`src/rtl/vdisp_pkg.sv`:
```
package vdisp_pkg;

    typedef enum logic [3:0] {
        IX_ID      = 4'h0,
        IX_XRES    = 4'h1,
        IX_YRES    = 4'h2,
        IX_BPP     = 4'h3,
        IX_ENABLE  = 4'h4,
        IX_BANK    = 4'h5,
        IX_VWIDTH  = 4'h6,
        IX_VHEIGHT = 4'h7,
        IX_XOFF    = 4'h8,
        IX_YOFF    = 4'h9,
        IX_MEM64K  = 4'hA,
        IX_DDC     = 4'hB
    } reg_ix_e;

    typedef enum logic [1:0] {
        PORT_INDEX   = 2'd0,
        PORT_DATA    = 2'd1,
        PORT_DATA_LO = 2'd2,
        PORT_DATA_HI = 2'd3
    } port_e;

    // bit positions inside the enable word
    localparam int EN_ON    = 0;
    localparam int EN_CAPS  = 1;
    localparam int EN_GRAN  = 4;
    localparam int EN_DAC8  = 5;
    localparam int EN_NOCLR = 7;

    localparam logic [3:0] IX_LAST = 4'hB;

    typedef struct packed {
        logic [15:0] id;
        logic [15:0] xres;
        logic [15:0] yres;
        logic [15:0] bpp;
        logic [15:0] enable;
        logic [15:0] vwidth;
        logic [15:0] xoff;
        logic [15:0] yoff;
    } mode_regs_t;

endpackage

```
`src/rtl/vdisp_readback.sv`:
```
module vdisp_readback
    import vdisp_pkg::*;
#(
    parameter int MAX_X   = 1920,
    parameter int MAX_Y   = 1600,
    parameter int MAX_BPP = 32,
    parameter int MEM64K  = 256
) (
    input  logic [15:0] index,
    input  mode_regs_t  regs,
    input  logic        ddc_en,
    input  logic [1:0]  ddc_lines,
    input  logic        scl_in,
    input  logic        sda_in,
    output logic [15:0] rb
);
    localparam logic [15:0] CAP_BANK = 16'h0010 << 8;

    logic caps;
    logic ix_ok;

    always_comb begin
        caps  = regs.enable[EN_CAPS];
        ix_ok = (index[15:4] == 12'h000) && (index[3:0] <= IX_LAST);
        rb    = 16'h0000;
        if (ix_ok) begin
            case (index[3:0])
                IX_ID:      rb = regs.id;
                IX_XRES:    rb = caps ? 16'(MAX_X) : regs.xres;
                IX_YRES:    rb = caps ? 16'(MAX_Y) : regs.yres;
                IX_BPP:     rb = caps ? 16'(MAX_BPP) : regs.bpp;
                IX_ENABLE:  rb = regs.enable;
                IX_BANK:    rb = caps ? CAP_BANK : 16'h0000;
                IX_VWIDTH:  rb = regs.vwidth;
                IX_XOFF:    rb = regs.xoff;
                IX_YOFF:    rb = regs.yoff;
                IX_MEM64K:  rb = 16'(MEM64K);
                IX_DDC:     rb = ddc_en ? {8'h00, 1'b1, 3'b000, sda_in, scl_in, ddc_lines}
                                        : 16'h000F;
                default:    rb = 16'h0000;
            endcase
        end
    end

endmodule

```
`src/rtl/vdisp_bank.sv`:
```
module vdisp_bank #(
    parameter int SEL_W = 9
) (
    input  logic               clk,
    input  logic               rst_n,
    input  logic               bank_wr,
    input  logic               ld_rd,
    input  logic               ld_wr,
    input  logic [SEL_W-1:0]   sel,
    input  logic               en_wr,
    input  logic               en_on,
    input  logic               en_gran32,
    output logic [SEL_W+15:0]  rd_bank,
    output logic [SEL_W+15:0]  wr_bank,
    output logic               gran_32k
);
    localparam int BANK_W = SEL_W + 16;

    typedef struct packed {
        logic [BANK_W-1:0] rd;
        logic [BANK_W-1:0] wr;
        logic              g32;
    } bank_st_t;

    bank_st_t q, d;
    logic [BANK_W-1:0] offset;

    always_comb begin
        offset = BANK_W'(sel) << (q.g32 ? 15 : 16);
        d = q;
        if (bank_wr) begin
            if (ld_rd) d.rd = offset;
            if (ld_wr) d.wr = offset;
        end
        if (en_wr) begin
            d.g32 = en_gran32;
            if (!en_on || (en_gran32 != q.g32)) begin
                d.rd = '0;
                d.wr = '0;
            end
        end
    end

    always_ff @(posedge clk) begin
        if (!rst_n) q <= '0;
        else        q <= d;
    end

    assign rd_bank  = q.rd;
    assign wr_bank  = q.wr;
    assign gran_32k = q.g32;

    assert_gran_flush_R7: assert property (@(posedge clk) disable iff (!rst_n)
        (q.g32 != $past(q.g32)) |-> (q.rd == '0 && q.wr == '0));

    assert_bank_align_R6: assert property (@(posedge clk) disable iff (!rst_n)
        !q.g32 |-> (q.rd[15:0] == 16'h0 && q.wr[15:0] == 16'h0));

endmodule

```
`src/rtl/vdisp_ddc.sv`:
```
module vdisp_ddc (
    input  logic       clk,
    input  logic       rst_n,
    input  logic       ddc_wr,
    input  logic [7:0] val,
    output logic       ddc_en,
    output logic [1:0] ddc_lines,
    output logic       scl_out,
    output logic       sda_out
);
    typedef struct packed {
        logic       en;
        logic [1:0] lines;
        logic       scl;
        logic       sda;
    } ddc_st_t;

    ddc_st_t q, d;

    always_comb begin
        d = q;
        if (ddc_wr) begin
            if (val[7]) begin
                d.en    = 1'b1;
                d.lines = val[1:0];
                d.scl   = val[0];
                d.sda   = val[1];
            end else begin
                d.en = 1'b0;
            end
        end
    end

    always_ff @(posedge clk) begin
        if (!rst_n) q <= '{en: 1'b0, lines: 2'b00, scl: 1'b1, sda: 1'b1};
        else        q <= d;
    end

    assign ddc_en    = q.en;
    assign ddc_lines = q.lines;
    assign scl_out   = q.scl;
    assign sda_out   = q.sda;

    assert_ddc_hold_R9: assert property (@(posedge clk) disable iff (!rst_n)
        !(ddc_wr && val[7]) |=> ($stable(scl_out) && $stable(sda_out)));

endmodule

```
`src/rtl/vdisp_mode_regs.sv`:
```
module vdisp_mode_regs
    import vdisp_pkg::*;
#(
    parameter int          MAX_X      = 1920,
    parameter int          MAX_Y      = 1600,
    parameter int          MAX_BPP    = 32,
    parameter int          VRAM_BYTES = 16777216,
    parameter logic [15:0] REVISION   = 16'hB0C5,
    parameter int          SEL_W      = 9
) (
    input  logic              clk,
    input  logic              rst_n,
    input  logic              bus_wr,
    input  logic [1:0]        bus_port,
    input  logic [15:0]       bus_wdata,
    output logic [15:0]       bus_rdata,
    input  logic              scl_in,
    input  logic              sda_in,
    output logic              scl_out,
    output logic              sda_out,
    output logic [SEL_W+15:0] rd_bank,
    output logic [SEL_W+15:0] wr_bank,
    output logic              gran_32k,
    output logic              dac_8bit,
    output logic              mode_on,
    output logic              recalc
);
    localparam int          MEM64K  = VRAM_BYTES / 65536;
    localparam logic [15:0] ID_BASE = 16'hB0C0;
    localparam logic [15:0] ID_TOP  = 16'hB0C4;
    localparam logic [15:0] ID_REV  = 16'hB0C5;

    typedef struct packed {
        logic [15:0] index;
        mode_regs_t  regs;
        logic        recalc;
    } top_st_t;

    top_st_t q, d;

    logic [15:0] rb;
    logic [15:0] wword;
    logic [3:0]  ix;
    logic        ix_ok;
    logic        data_wr;
    logic        regs_wr;
    logic        ddc_en;
    logic [1:0]  ddc_lines;

    vdisp_readback #(
        .MAX_X(MAX_X), .MAX_Y(MAX_Y), .MAX_BPP(MAX_BPP), .MEM64K(MEM64K)
    ) i_readback (
        .index(q.index), .regs(q.regs), .ddc_en(ddc_en), .ddc_lines(ddc_lines),
        .scl_in(scl_in), .sda_in(sda_in), .rb(rb)
    );

    always_comb begin
        ix      = q.index[3:0];
        ix_ok   = (q.index[15:4] == 12'h000) && (ix <= IX_LAST);
        data_wr = bus_wr && (bus_port != PORT_INDEX);
        regs_wr = data_wr && ix_ok;
        case (bus_port)
            PORT_DATA_LO: wword = {rb[15:8], bus_wdata[7:0]};
            PORT_DATA_HI: wword = {bus_wdata[7:0], rb[7:0]};
            default:      wword = bus_wdata;
        endcase
        case (bus_port)
            PORT_INDEX:   bus_rdata = q.index;
            PORT_DATA_LO: bus_rdata = {8'h00, rb[7:0]};
            PORT_DATA_HI: bus_rdata = {8'h00, rb[15:8]};
            default:      bus_rdata = rb;
        endcase
    end

    always_comb begin
        d = q;
        d.recalc = 1'b0;
        if (bus_wr && bus_port == PORT_INDEX) d.index = bus_wdata;
        if (regs_wr) begin
            case (ix)
                IX_ID: begin
                    if (wword >= ID_BASE && wword <= ID_TOP) d.regs.id = wword;
                    else if (wword == ID_REV)                d.regs.id = REVISION;
                end
                IX_XRES:   begin d.regs.xres   = wword; d.recalc = 1'b1; end
                IX_YRES:   begin d.regs.yres   = wword; d.recalc = 1'b1; end
                IX_BPP:    begin d.regs.bpp    = wword; d.recalc = 1'b1; end
                IX_VWIDTH: begin d.regs.vwidth = wword; d.recalc = 1'b1; end
                IX_XOFF:   begin d.regs.xoff   = wword; d.recalc = 1'b1; end
                IX_YOFF:   begin d.regs.yoff   = wword; d.recalc = 1'b1; end
                IX_ENABLE: begin
                    d.regs.enable           = wword;
                    d.regs.enable[EN_NOCLR] = 1'b0;
                    d.recalc                = 1'b1;
                    if (wword[EN_ON] && !q.regs.enable[EN_ON]) begin
                        d.regs.xoff   = 16'h0;
                        d.regs.yoff   = 16'h0;
                        d.regs.vwidth = 16'h0;
                    end
                end
                default: ;
            endcase
        end
    end

    always_ff @(posedge clk) begin
        if (!rst_n) q <= '0;
        else        q <= d;
    end

    vdisp_bank #(.SEL_W(SEL_W)) i_bank (
        .clk(clk), .rst_n(rst_n),
        .bank_wr(regs_wr && ix == IX_BANK),
        .ld_rd(wword[15]), .ld_wr(wword[14]), .sel(wword[SEL_W-1:0]),
        .en_wr(regs_wr && ix == IX_ENABLE),
        .en_on(wword[EN_ON]), .en_gran32(wword[EN_GRAN]),
        .rd_bank(rd_bank), .wr_bank(wr_bank), .gran_32k(gran_32k)
    );

    vdisp_ddc i_ddc (
        .clk(clk), .rst_n(rst_n),
        .ddc_wr(regs_wr && ix == IX_DDC), .val(wword[7:0]),
        .ddc_en(ddc_en), .ddc_lines(ddc_lines),
        .scl_out(scl_out), .sda_out(sda_out)
    );

    assign dac_8bit = q.regs.enable[EN_DAC8];
    assign mode_on  = q.regs.enable[EN_ON];
    assign recalc   = q.recalc;

    assert_id_legal_R5: assert property (@(posedge clk) disable iff (!rst_n)
        (q.regs.id == 16'h0) || (q.regs.id >= ID_BASE && q.regs.id <= ID_TOP)
        || (q.regs.id == REVISION));

    assert_enable_clears_pan_R8: assert property (@(posedge clk) disable iff (!rst_n)
        $rose(q.regs.enable[EN_ON]) |->
        (q.regs.xoff == 16'h0 && q.regs.yoff == 16'h0 && q.regs.vwidth == 16'h0));

    assert_recalc_cause_R12: assert property (@(posedge clk) disable iff (!rst_n)
        q.recalc |-> $past(bus_wr && bus_port != PORT_INDEX));

endmodule

```
`config.mk`:
```
export PLATFORM = sky130hd
export DESIGN_NAME = vdisp_mode_regs
export DESIGN_NICKNAME = d
export VERILOG_FILES = /design/src/rtl/vdisp_pkg.sv /design/src/rtl/vdisp_readback.sv /design/src/rtl/vdisp_bank.sv /design/src/rtl/vdisp_ddc.sv /design/src/rtl/vdisp_mode_regs.sv
export SDC_FILE = /design/constraint.sdc
export NUM_CORES = 1
export LEC_CHECK = 0
export BUFFER_PORTS_ARGS = -buffer_cell sky130_fd_sc_hd__buf_2
export CELL_PAD_IN_SITES_DETAIL_PLACEMENT = 0
export CELL_PAD_IN_SITES_GLOBAL_PLACEMENT = 1
export CORE_MARGIN = 4
export CORE_UTILIZATION = 46
export DETAILED_ROUTE_END_ITERATION = 16
export PLACE_DENSITY_LB_ADDON = 0.1
export SLEW_MARGIN = 40
export SYNTH_ARGS = -nofsm -noshare
export SYNTH_HDL_FRONTEND = slang
export SYNTH_HIERARCHICAL = 1
export SYNTH_SLANG_ARGS = --single-unit
export TNS_END_PERCENT = 5
```
`constraint.sdc`:
```
create_clock -name clk -period 3.9 [get_ports clk]
set_input_delay 0.975 -clock clk [delete_from_list [all_inputs] [get_ports clk]]
set_output_delay 0.975 -clock clk [all_outputs]
set_load 0.01 [all_outputs]
```
* Word level (Yosys, flattened, before mapping)
Cells that the tools add are included.
** Cells by class
- Magnitude comparators :: 3
- Equality and inequality tests :: 15
- Shift operators :: 1
- Muxes and demuxes :: 23
- Reduce and logical (&&, ||, !) cells :: 31
** Operators with widths (count)
- 16-bit one-hot mux with 11 select lines :: 1
- 16-bit one-hot mux with 2 select lines :: 4
- 50-bit 2-to-1 mux :: 2
- 16-bit 2-to-1 mux :: 6
- 51-bit 2-to-1 mux :: 1
- 25-bit 2-to-1 mux :: 2
- 48-bit 2-to-1 mux :: 1
- 16-bit one-hot mux with 3 select lines :: 1
- 9-bit by 32-bit << shifter with 25-bit output :: 1
- 16-bit equality test, second input constant :: 1
- 4-bit equality test, second input constant :: 4
- 16-bit >= comparator, second input constant :: 1
- 16-bit <= comparator, second input constant :: 1
- 13-bit 2-to-1 mux :: 1
- 4-bit by 3-bit equality test with 1-bit output, second input constant :: 3
- 12-bit zero test :: 1
- 2-bit AND reduction :: 6
- 3-bit AND reduction :: 4
- 2-bit nonzero test :: 5
- 1-bit logical AND :: 9
- 4-bit by 2-bit equality test with 1-bit output, second input constant :: 2
- 8-bit 2-to-1 mux :: 1
- 7-bit OR reduction :: 1
- 5-bit 2-to-1 mux :: 1
- other kinds (10) :: 13
** Word-level totals
- Flip-flop bits (word level) :: 200
- Input port bits :: 23
- Logic and storage cells :: 90

* Depth between registers and ports, before layout
Gate-level depths: netlist of the first run.
- Depth in word-level cells :: 9
- Gate-level depth with buffers :: 14

* Hierarchy
Netlist of the first run, hierarchy kept.
** Modules (own cells, without submodules)
- vdisp_mode_regs :: times used 1, cells an instance 671, area each 6481.2 µm², sequential area each 2882.8 µm²
- vdisp_bank :: times used 1, cells an instance 189, area each 1739.2 µm², sequential area each 1021.0 µm²
- vdisp_readback :: times used 1, cells an instance 204, area each 1457.6 µm², sequential area each 0.0 µm²
- vdisp_ddc :: times used 1, cells an instance 20, area each 190.2 µm², sequential area each 100.1 µm²

* Least setup slack after synthesis of the first run
Ideal clock, no wire load.
- Kind :: in2out
- Start :: input bus_port[0]
- End :: output bus_rdata[0]
- Data arrival time :: 2128 ps
- Required time :: 2925 ps
- Path slack :: 797 ps
- Stages :: 6
- Path through :: buf_6 > buf_12 > clkbuf_1 > clkbuf_1 > nand2_1 > a31oi_1
** Between the ends
- Cells in the longest elaborated chain, start to end :: 2
- Elaborated cells on any way between the ends :: 4
- Classes of those cells :: eq/ne (2); mux (1); reduce/logical (1)
** Ends and longest elaborated chain
- start, declared :: line vdisp_mode_regs.sv:14 : input logic [1:0] bus_port,
- 2-bit equality test / 2-bit zero test (equally long branches) :: line vdisp_mode_regs.sv:67 : case (bus_port)
- 16-bit one-hot mux with 3 select lines * :: line vdisp_mode_regs.sv:67
- end, declared :: line vdisp_mode_regs.sv:16 : output logic [15:0] bus_rdata,
Mark *: on every way between the ends. The rest lies on a longest branch, timed or not.

* Worst setup path in the final report of the first run
- Start :: register q (netlist bit ix[3])
- End :: output bus_rdata[1]
** Between the ends
- Cells in the longest elaborated chain, start to end :: 4
- Elaborated cells on any way between the ends :: 16
- Classes of those cells :: order compare (1); eq/ne (10); mux (3); reduce/logical (2)
** Ends and longest elaborated chain
- start, declared :: line vdisp_mode_regs.sv:39 : top_st_t q, d;
- start signal, assigned :: line vdisp_mode_regs.sv:107 : if (!rst_n) q <= '0;
- start signal, assigned :: line vdisp_mode_regs.sv:108 : else q <= d;
- 4-bit equality test (tied with other cells) :: line vdisp_readback.sv:27 : case (index[3:0])
- 16-bit one-hot mux with 11 select lines / 1-bit logical AND (equally long branches) :: line vdisp_readback.sv:27, vdisp_readback.sv:24
- 16-bit 2-to-1 mux * :: line vdisp_readback.sv:26 : if (ix_ok) begin
- via rb[9] :: line vdisp_mode_regs.sv:41 : logic [15:0] rb;
- 16-bit one-hot mux with 3 select lines * :: line vdisp_mode_regs.sv:67
The timed path passes the listed nets; every way through them passes the cells marked *.

==> results.json, run 1 <==
{
  "dieArea_sq_um": 23900,
  "pwr-share-comb_pct": 9.3,
  "portBuffers": 94,
  "cp.arrival_ns": 2.94,
  "num_rows": 53,
  "grt_max_degree": 83,
  "antenna_found_initial": 0,
  "grt.overflow.total": 0,
  "synthAdderAreaFrac_pct": 0,
  "hp-class": "reg2reg",
  "first_global_vias": 7800,
  "p_sw_share_pct": 27.7,
  "powerDensity_nw_per_um2": 380,
  "clock_latency_ns": 0.44,
  "required_ns": 2.92,
  "drv_cap": 0,
  "ant_nets": 0,
  "finClkSkew_ns": 0.0117,
  "synth_area_per_cell_sq_um": 9.10,
  "crit_path_end_kind": "output pin",
  "final_nets": 1194,
  "mostFrequentLayoutCell": "dfxtp_1",
  "p_clk_share_pct": 42.8,
  "timing.final.ws_setup_ns": -0.0143,
  "vias": 8303,
  "dp_hpwl_mm": 22.1,
  "hold_violations": 0,
  "synth_top_family_by_area": "simple AND/OR/NAND/NOR gates",
  "slew_headroom_pct": 53.8,
  "n_antenna_cell": 0,
  "power.internal_mw": 3.12,
  "start_util_pct": 46.8,
  "worst-path-buf-inv": 3,
  "syn-cell-area_sq_um": 9870,
  "p_sw_mw": 1.19,
  "die_y_microns": 154,
  "cpLargestDelayFamily": "compound AO/OA/AOI/OAI gates",
  "worst_slew_pin_slew_ns": 0.674,
  "routabilityCongestion": 0.935,
  "cts_hold_buf": 0,
  "finalSetupTns_ns": -0.0143,
  "htreeDepth": 4,
  "synth_edf_count": 0,
  "place_ws_ns": 0.382,
  "via_per_inst": 5.69,
  "cts-root-buf": "clkbuf_16",
  "path_clk_slew_ns": 0.07,
  "drc_errors": 0,
  "ys_ff_latch": 200,
  "worstPathCellList": "buf_4 > o21ai_1 > nand4_2 > buf_4 > a31oi_1 > nand2_1 > a31oi_1 > buf_2",
  "post-route-period-util_pct": 100,
  "drive_above_1_share_pct": 19.4,
  "finalSetupViolCount": 1,
  "drt-total-wl_mm": 31.1,
  "io_pins": 95,
  "coreArea_sq_um": 21100,
  "async_flop_share_pct": 0,
  "cts.path.max_buffers": 2,
  "yosysSeqAreaShare_pct": 40.6,
  "wl_per_cell_microns": 21.3,
  "synth.mux.area_fraction_pct": 12.5,
  "grt_pass1_wl_mm": 47.5,
  "fp.dieW_microns": 154,
  "criticalPathCategory": "reg2out",
  "ys.flop_type": "dfxtp_1",
  "synthSimpleGateAreaFrac_pct": 24.0,
  "synth_cell_type_count": 81,
  "slew_violations": 0,
  "firstDrtPassIters": 5,
  "ir_drop_mv": 0.291,
  "synth-compound-area-share_pct": 17.4,
  "slowest_stage": "a31oi_1",
  "cp-start-kind": "flip-flop",
  "violations": "setup timing",
  "rsz0062_at_grt": "no",
  "clock_sink_count": 200,
  "yosys.area_share.xor_xnor_pct": 0.0888,
  "numCtsBuffers": 17,
  "ys_warn_count": 6,
  "status": "finished with violations",
  "hold-worst-slack_ns": 0.439,
  "syn-num-nets": 1107,
  "gr-usage-all-layers_pct": 25.6,
  "synthCells": 1084,
  "maxClockFrequency_mhz": 255,
  "crit_fanout": 21,
  "p_leak_nw": 4.74,
  "seq_power_share_pct": 47.9,
  "cpPeakStageDelay_ns": 0.47,
  "final_cell_mix": "dfxtp_1 (198), nand2_1 (125), mux2i_1 (115)",
  "cts_tree": "built",
  "fin_crit_ns": 3.91,
  "first_iter_violations": 583,
  "syn_to_final_growth_pct": 15.1
}
[path summary, 6_finish.rpt]
kind / start / to / slack, ns / cells past startpoint
max: ix[3] / bus_rdata[1] / -0.01 / 8
min: i_bank/wr_bank[10] / i_bank/wr_bank[10] / 0.44 / 2
max reg2reg: ix[3] / q[2] / 0.33 / 11
min reg2reg: i_bank/wr_bank[10] / i_bank/wr_bank[10] / 0.44 / 2
[worst register-to-register path, cell delays in order, from the launching register on]
cell and delay (ns):
dfxtp_1 0.45, buf_4 0.29, o21ai_1 0.27, nand4_2 0.15
buf_4 0.25, a21oi_1 0.57, nand3_1 0.24, a2111oi_0 0.44
o2111a_1 0.28, buf_12 0.19, mux2i_1 0.25, nor2b_1 0.08
[cell usage after synthesis (10+ instances only)]
cell type / count / area, sq um
inv_1: 15 / 56.3
o211a_1: 32 / 320
a21boi_0: 19 / 143
o2bb2ai_1: 11 / 96.3
nand2_1: 125 / 469
clkbuf_1: 36 / 135
buf_2: 21 / 105
buf_6: 10 / 113
a31oi_1: 21 / 131
nor2_1: 84 / 315
nand3_1: 42 / 210
a211oi_1: 26 / 195
dfxtp_1: 200 / 4000
and2_1: 16 / 100
a21oi_1: 28 / 140
nor2b_1: 90 / 563
mux2i_1: 118 / 1180
buf_4: 11 / 82.6
nand2b_1: 23 / 144
[through the flow]
| step | cells | util, % | power [mW] | cell area, sq um |
|---|---|---|---|---|
| after global routing | 1459 | 53.9 | 4.47 | 11400 |
| after CTS | 1459 | 53.8 | 4.34 | 11300 |
| after detailed placement | 1427 | 50.7 | 2.51 | 10700 |
| after global placement | 1427 | 50.7 | 2.51 | 10700 |
| final | 1459 | 53.9 | 4.32 | 11400 |
| after floorplan | 1084 | - | 2.36 | 9870 |
[registers in the layout, indices dropped and copies added (netlist names)]
signal	count
q	137
i_bank/rd_bank	25
i_bank/wr_bank	25
ix	4
i_ddc/ddc_lines	2
dac_8bit	1
i_bank/gran_32k	1
i_ddc/ddc_en	1
i_ddc/scl_out	1
i_ddc/sda_out	1
mode_on	1
recalc	1
[power groups by stage]
| stage | Clock [mW] | Sequential [mW] | Combinational [mW] |
|---|---|---|---|
| global placement | 0 | 2.12 | 0.392 |
| global route | 1.97 | 2.07 | 0.424 |
| detailed placement | 0 | 2.12 | 0.392 |
| finish | 1.85 | 2.07 | 0.400 |
| CTS | 1.88 | 2.07 | 0.394 |
| floorplan | 0 | 2.11 | 0.251 |
[area by class of cell]
cell class / instances / area, sq um
clock buffer: 17 / 425
clock inverter: 15 / 193
fill: 1990 / 9730
inverter: 15 / 56.3
multi-input combinational: 787 / 5390
sequential: 200 / 4010
tap: 275 / 344
timing repair buffer: 150 / 943
[routing by layer]
| layer | share of wire, % | GRT usage [%] | routed length [microns] | vias up |
|---|---|---|---|---|
| met5 | 0 | 0 | 0 | - |
| met1 | 48 | 37.1 | 14900 | 4006 |
| met2 | 43 | 38.7 | 13500 | 255 |
| met3 | 6.4 | 4.62 | 2000 | 42 |
| met4 | 2.3 | 8.20 | 722 | 0 |
| li1 | - | - | - | 4000 |
[timing repair]
item / in CTS / in global routing
setup buffers: 0 / 0
resized for setup: 4 / 4
setup endpoints to repair: 3 / 8
[kinds of logic (layout without fill, tap and decap cells)]
kind of cell | Yosys count | count (layout)
AOI/OAI and AO/OA | 221 | 221
xor gates and xnor gates | 1 | 1
buffers and inverters | 97 | 197
DFF | 200 | 200
muxes | 123 | 123
other | 1 | 1
and+or+nand+nor | 441 | 441
(Power assumes the default switching activity.)
==> run 2, diff against run 1 <==
--- a/config.mk
+++ b/config.mk
@@ -6,11 +6,13 @@
 export NUM_CORES = 1
 export LEC_CHECK = 0
+export ABC_AREA = 1
 export BUFFER_PORTS_ARGS = -buffer_cell sky130_fd_sc_hd__buf_2
 export CELL_PAD_IN_SITES_DETAIL_PLACEMENT = 0
 export CELL_PAD_IN_SITES_GLOBAL_PLACEMENT = 1
 export CORE_MARGIN = 4
-export CORE_UTILIZATION = 46
+export CORE_UTILIZATION = 43
 export DETAILED_ROUTE_END_ITERATION = 16
 export PLACE_DENSITY_LB_ADDON = 0.1
+export RECOVER_POWER = 50
 export SLEW_MARGIN = 40
 export SYNTH_ARGS = -nofsm -noshare
==> constraint.sdc (replaced) <==
create_clock -name clk -period 3.9 [get_ports clk]
set_input_delay 0.39 -clock clk [delete_from_list [all_inputs] [get_ports clk]]
set_output_delay 0.39 -clock clk [all_outputs]
set_load 0.01 [all_outputs]
==> run 2 against run 1 <==
  * The flow now finishes without violations
  * Area after synthesis is 0.61% lower
  * Sequential cell count did not move
  * Critical path depth is the same
  * Combinational power increased by 13%
  * Global-route usage rose by 1.4 points
  * Via count is 16% higher
  * Critical path type unchanged
==> results.json, run 2 <==
{
  "grt_pass1_wl_mm": 54.0,
  "mostFrequentLayoutCell": "nand2_1",
  "finalSetupViolCount": 0,
  "final_cell_mix": "nand2_1 (267), nor2_1 (202), dfxtp_1 (200)",
  "clock_sink_count": 200,
  "cts_hold_buf": 0,
  "slowest_stage": "a21oi_1",
  "synth_top_area_share_pct": 40.8,
  "ant_nets": 0,
  "num_rows": 54,
  "regMostFlops": "q",
  "coreArea_sq_um": 22200,
  "slew_headroom_pct": 33.6,
  "rsz0062_at_grt": "no",
  "required_ns": 3.51,
  "synth_area_per_cell_sq_um": 6.83,
  "cts-root-buf": "clkbuf_16",
  "synthCells": 1436,
  "cp.arrival_ns": 3.21,
  "ys.flop_type": "dfxtp_1",
  "fp.dieW_microns": 159,
  "slew_violations": 0,
  "p_sw_share_pct": 30.3,
  "wl_met2_mm": 15.0,
  "place_area_sq_um": 10500,
  "ys_ff_latch": 200,
  "p_clk_share_pct": 42.1,
  "async_flop_share_pct": 0,
  "fin_util_pct": 49.7,
  "drv_cap": 0,
  "fin_crit_ns": 3.60,
  "yosysSeqAreaShare_pct": 40.8,
  "crit_fanout": 16,
  "htreeDepth": 4,
  "crit_path_end_kind": "output pin",
  "syn_to_final_growth_pct": 12.3,
  "postCtsSetupRepairBufs": 0,
  "drt-total-wl_mm": 34.6,
  "pwr-share-comb_pct": 10.3,
  "cp-start-kind": "flip-flop",
  "p_leak_nw": 4.47,
  "dieArea_sq_um": 25300,
  "antenna_found_initial": 0,
  "hold-worst-slack_ns": 0.181,
  "dp_hpwl_mm": 25.3,
  "first_global_vias": 9031,
  "synth_most_common_cell": "nand2_1",
  "clock_latency_ns": 0.46,
  "wl_met1_mm": 16.3,
  "drc_errors": 0,
  "final_area_sq_um": 11000,
  "finalSetupTns_ns": 0,
  "grt_max_degree": 67,
  "ys_warn_count": 6,
  "gr-usage-all-layers_pct": 27.0,
  "post-route-period-util_pct": 92.2,
  "ir_drop_mv": 0.264,
  "final_nets": 1530,
  "p_sw_mw": 1.33,
  "firstDrtPassIters": 5,
  "syn-num-nets": 1459,
  "grt.overflow.total": 0,
  "die_y_microns": 159,
  "status": "completed",
  "vias": 9602,
  "maxClockFrequency_mhz": 278,
  "cts.path.max_buffers": 2,
  "synthTopCellsByArea": "dfxtp_1 (41%), nand2_1 (10%), nor2_1 (7.7%)",
  "worstPathCellList": "nand2_1 > inv_2 > o21ai_0 > nand3_2 > a21oi_1 > inv_1 > o211ai_1 > buf_2",
  "seq_power_share_pct": 47.6,
  "numCtsBuffers": 17,
  "path_clk_slew_ns": 0.08,
  "powerDensity_nw_per_um2": 399,
  "cts_resized": 0,
  "synth_cell_type_count": 35,
  "post-place-cells": 1768,
  "criticalPathCategory": "reg2out",
  "largest_reg_flops": 137,
  "cpLargestDelayFamily": "compound AO/OA/AOI/OAI gates",
  "finClkSkew_ns": 0.0205,
  "start_util_pct": 44.3,
  "io_pins": 95,
  "synth_common_cells": "nand2_1 (262), nor2_1 (201), dfxtp_1 (200)",
  "worst_slew_pin_slew_ns": 0.996,
  "power.internal_mw": 3.06,
  "final_cells": 1800,
  "cts_tree": "built",
  "cpPeakStageDelay_ns": 0.54,
  "n_antenna_cell": 0,
  "drive_above_1_share_pct": 13.0,
  "routed.top_layer": "met4",
  "synth_edf_count": 0,
  "wl_per_cell_microns": 19.2,
  "portBuffers": 94,
  "first_iter_violations": 1058,
  "via_per_inst": 5.33,
  "route.met3.wl_mm": 1.93,
  "yosys.area.top_type": "dfxtp_1",
  "hp-class": "in2reg",
  "routabilityCongestion": 0.923,
  "worst-path-buf-inv": 3,
  "hold_violations": 0,
  "syn-cell-area_sq_um": 9810
}
==> run 2: changes by cell type in the layout (fill, tap and decap cells not counted), moves of 23 or more <==
cell and delta:
nand2_1 +142, inv_1 +138, nor2_1 +118, mux2i_1 -115, o21ai_0 +112, a21oi_1 +96, nor2b_1 -90, nand3_1 +62
buf_2 -57, clkbuf_1 +57, nor2_2 +53, o211a_1 -32, a211oi_1 -26, nand2b_1 -23
==> run 2: cells by family (layout without fill, tap and decap cells) <==
| family | count (synthesis) | after routing | share of synthesized area, % |
|---|---|---|---|
| AND/OR/NAND/NOR | 698 | 698 | 32.0 |
| AO/OA/AOI/OAI | 295 | 295 | 16.3 |
| buffers and inverters | 242 | 326 | 10.9 |
| flip-flops | 200 | 200 | 40.8 |
| other | 1 | 1 | 0.0382 |
==> run 2: metal layers <==
layer  up-vias  global-route usage (%)
li1       4769                       -
met5         -                       0
met3        69                    4.37
met1      4412                    38.6
met4         0                    10.5
met2       352                    40.8
==> run 2: final cells by class <==
cell class | count | area, sq um
multi-input cells | 994 | 4730
clock buffers | 17 | 425
flip-flops and latches | 200 | 4000
repair buffers | 129 | 689
inverters | 165 | 619
fillers | 2360 | 11100
clock inverters | 15 | 195
well taps | 280 | 350
==> run 2: final timing paths <==
| path | start | endpoint | slack (ns) | depth (start not counted) |
|---|---|---|---|---|
| max reg2reg | ix[0] | q[35] | 0.38 | 11 |
| min reg2reg | q[74] | q[74] | 0.45 | 2 |
| min | bus_wdata[8] | q[137] | 0.18 | 3 |
| max | ix[0] | bus_rdata[4] | 0.30 | 8 |
==> run 2: power by group through the flow <==
stage | sequential [mW] | combinational, mW | clock (mW)
after floorplan | 2.13 | 0.292 | 0
after global placement | 2.14 | 0.449 | 0
after detailed placement | 2.14 | 0.448 | 0
after CTS | 2.09 | 0.449 | 1.87
after global routing | 2.09 | 0.494 | 1.96
final | 2.09 | 0.453 | 1.85
==> run 2: worst register-to-register path: cells and delay by family (launching register included) <==
family,cells,cell delay (ns)
AOI/OAI and AO/OA,2,0.85
DFF,1,0.50
buffers and inverters,2,0.21
and+or+nand+nor,7,1.87
==> run 2: stage by stage <==
| step | power (mW) | worst slack (ns) |
|---|---|---|
| floorplan | 2.42 | 1.44 |
| global route | 4.54 | 0.114 |
| CTS | 4.41 | 0.153 |
| finish | 4.39 | 0.305 |
| global placement | 2.58 | 0.161 |
| detailed placement | 2.58 | 0.305 |
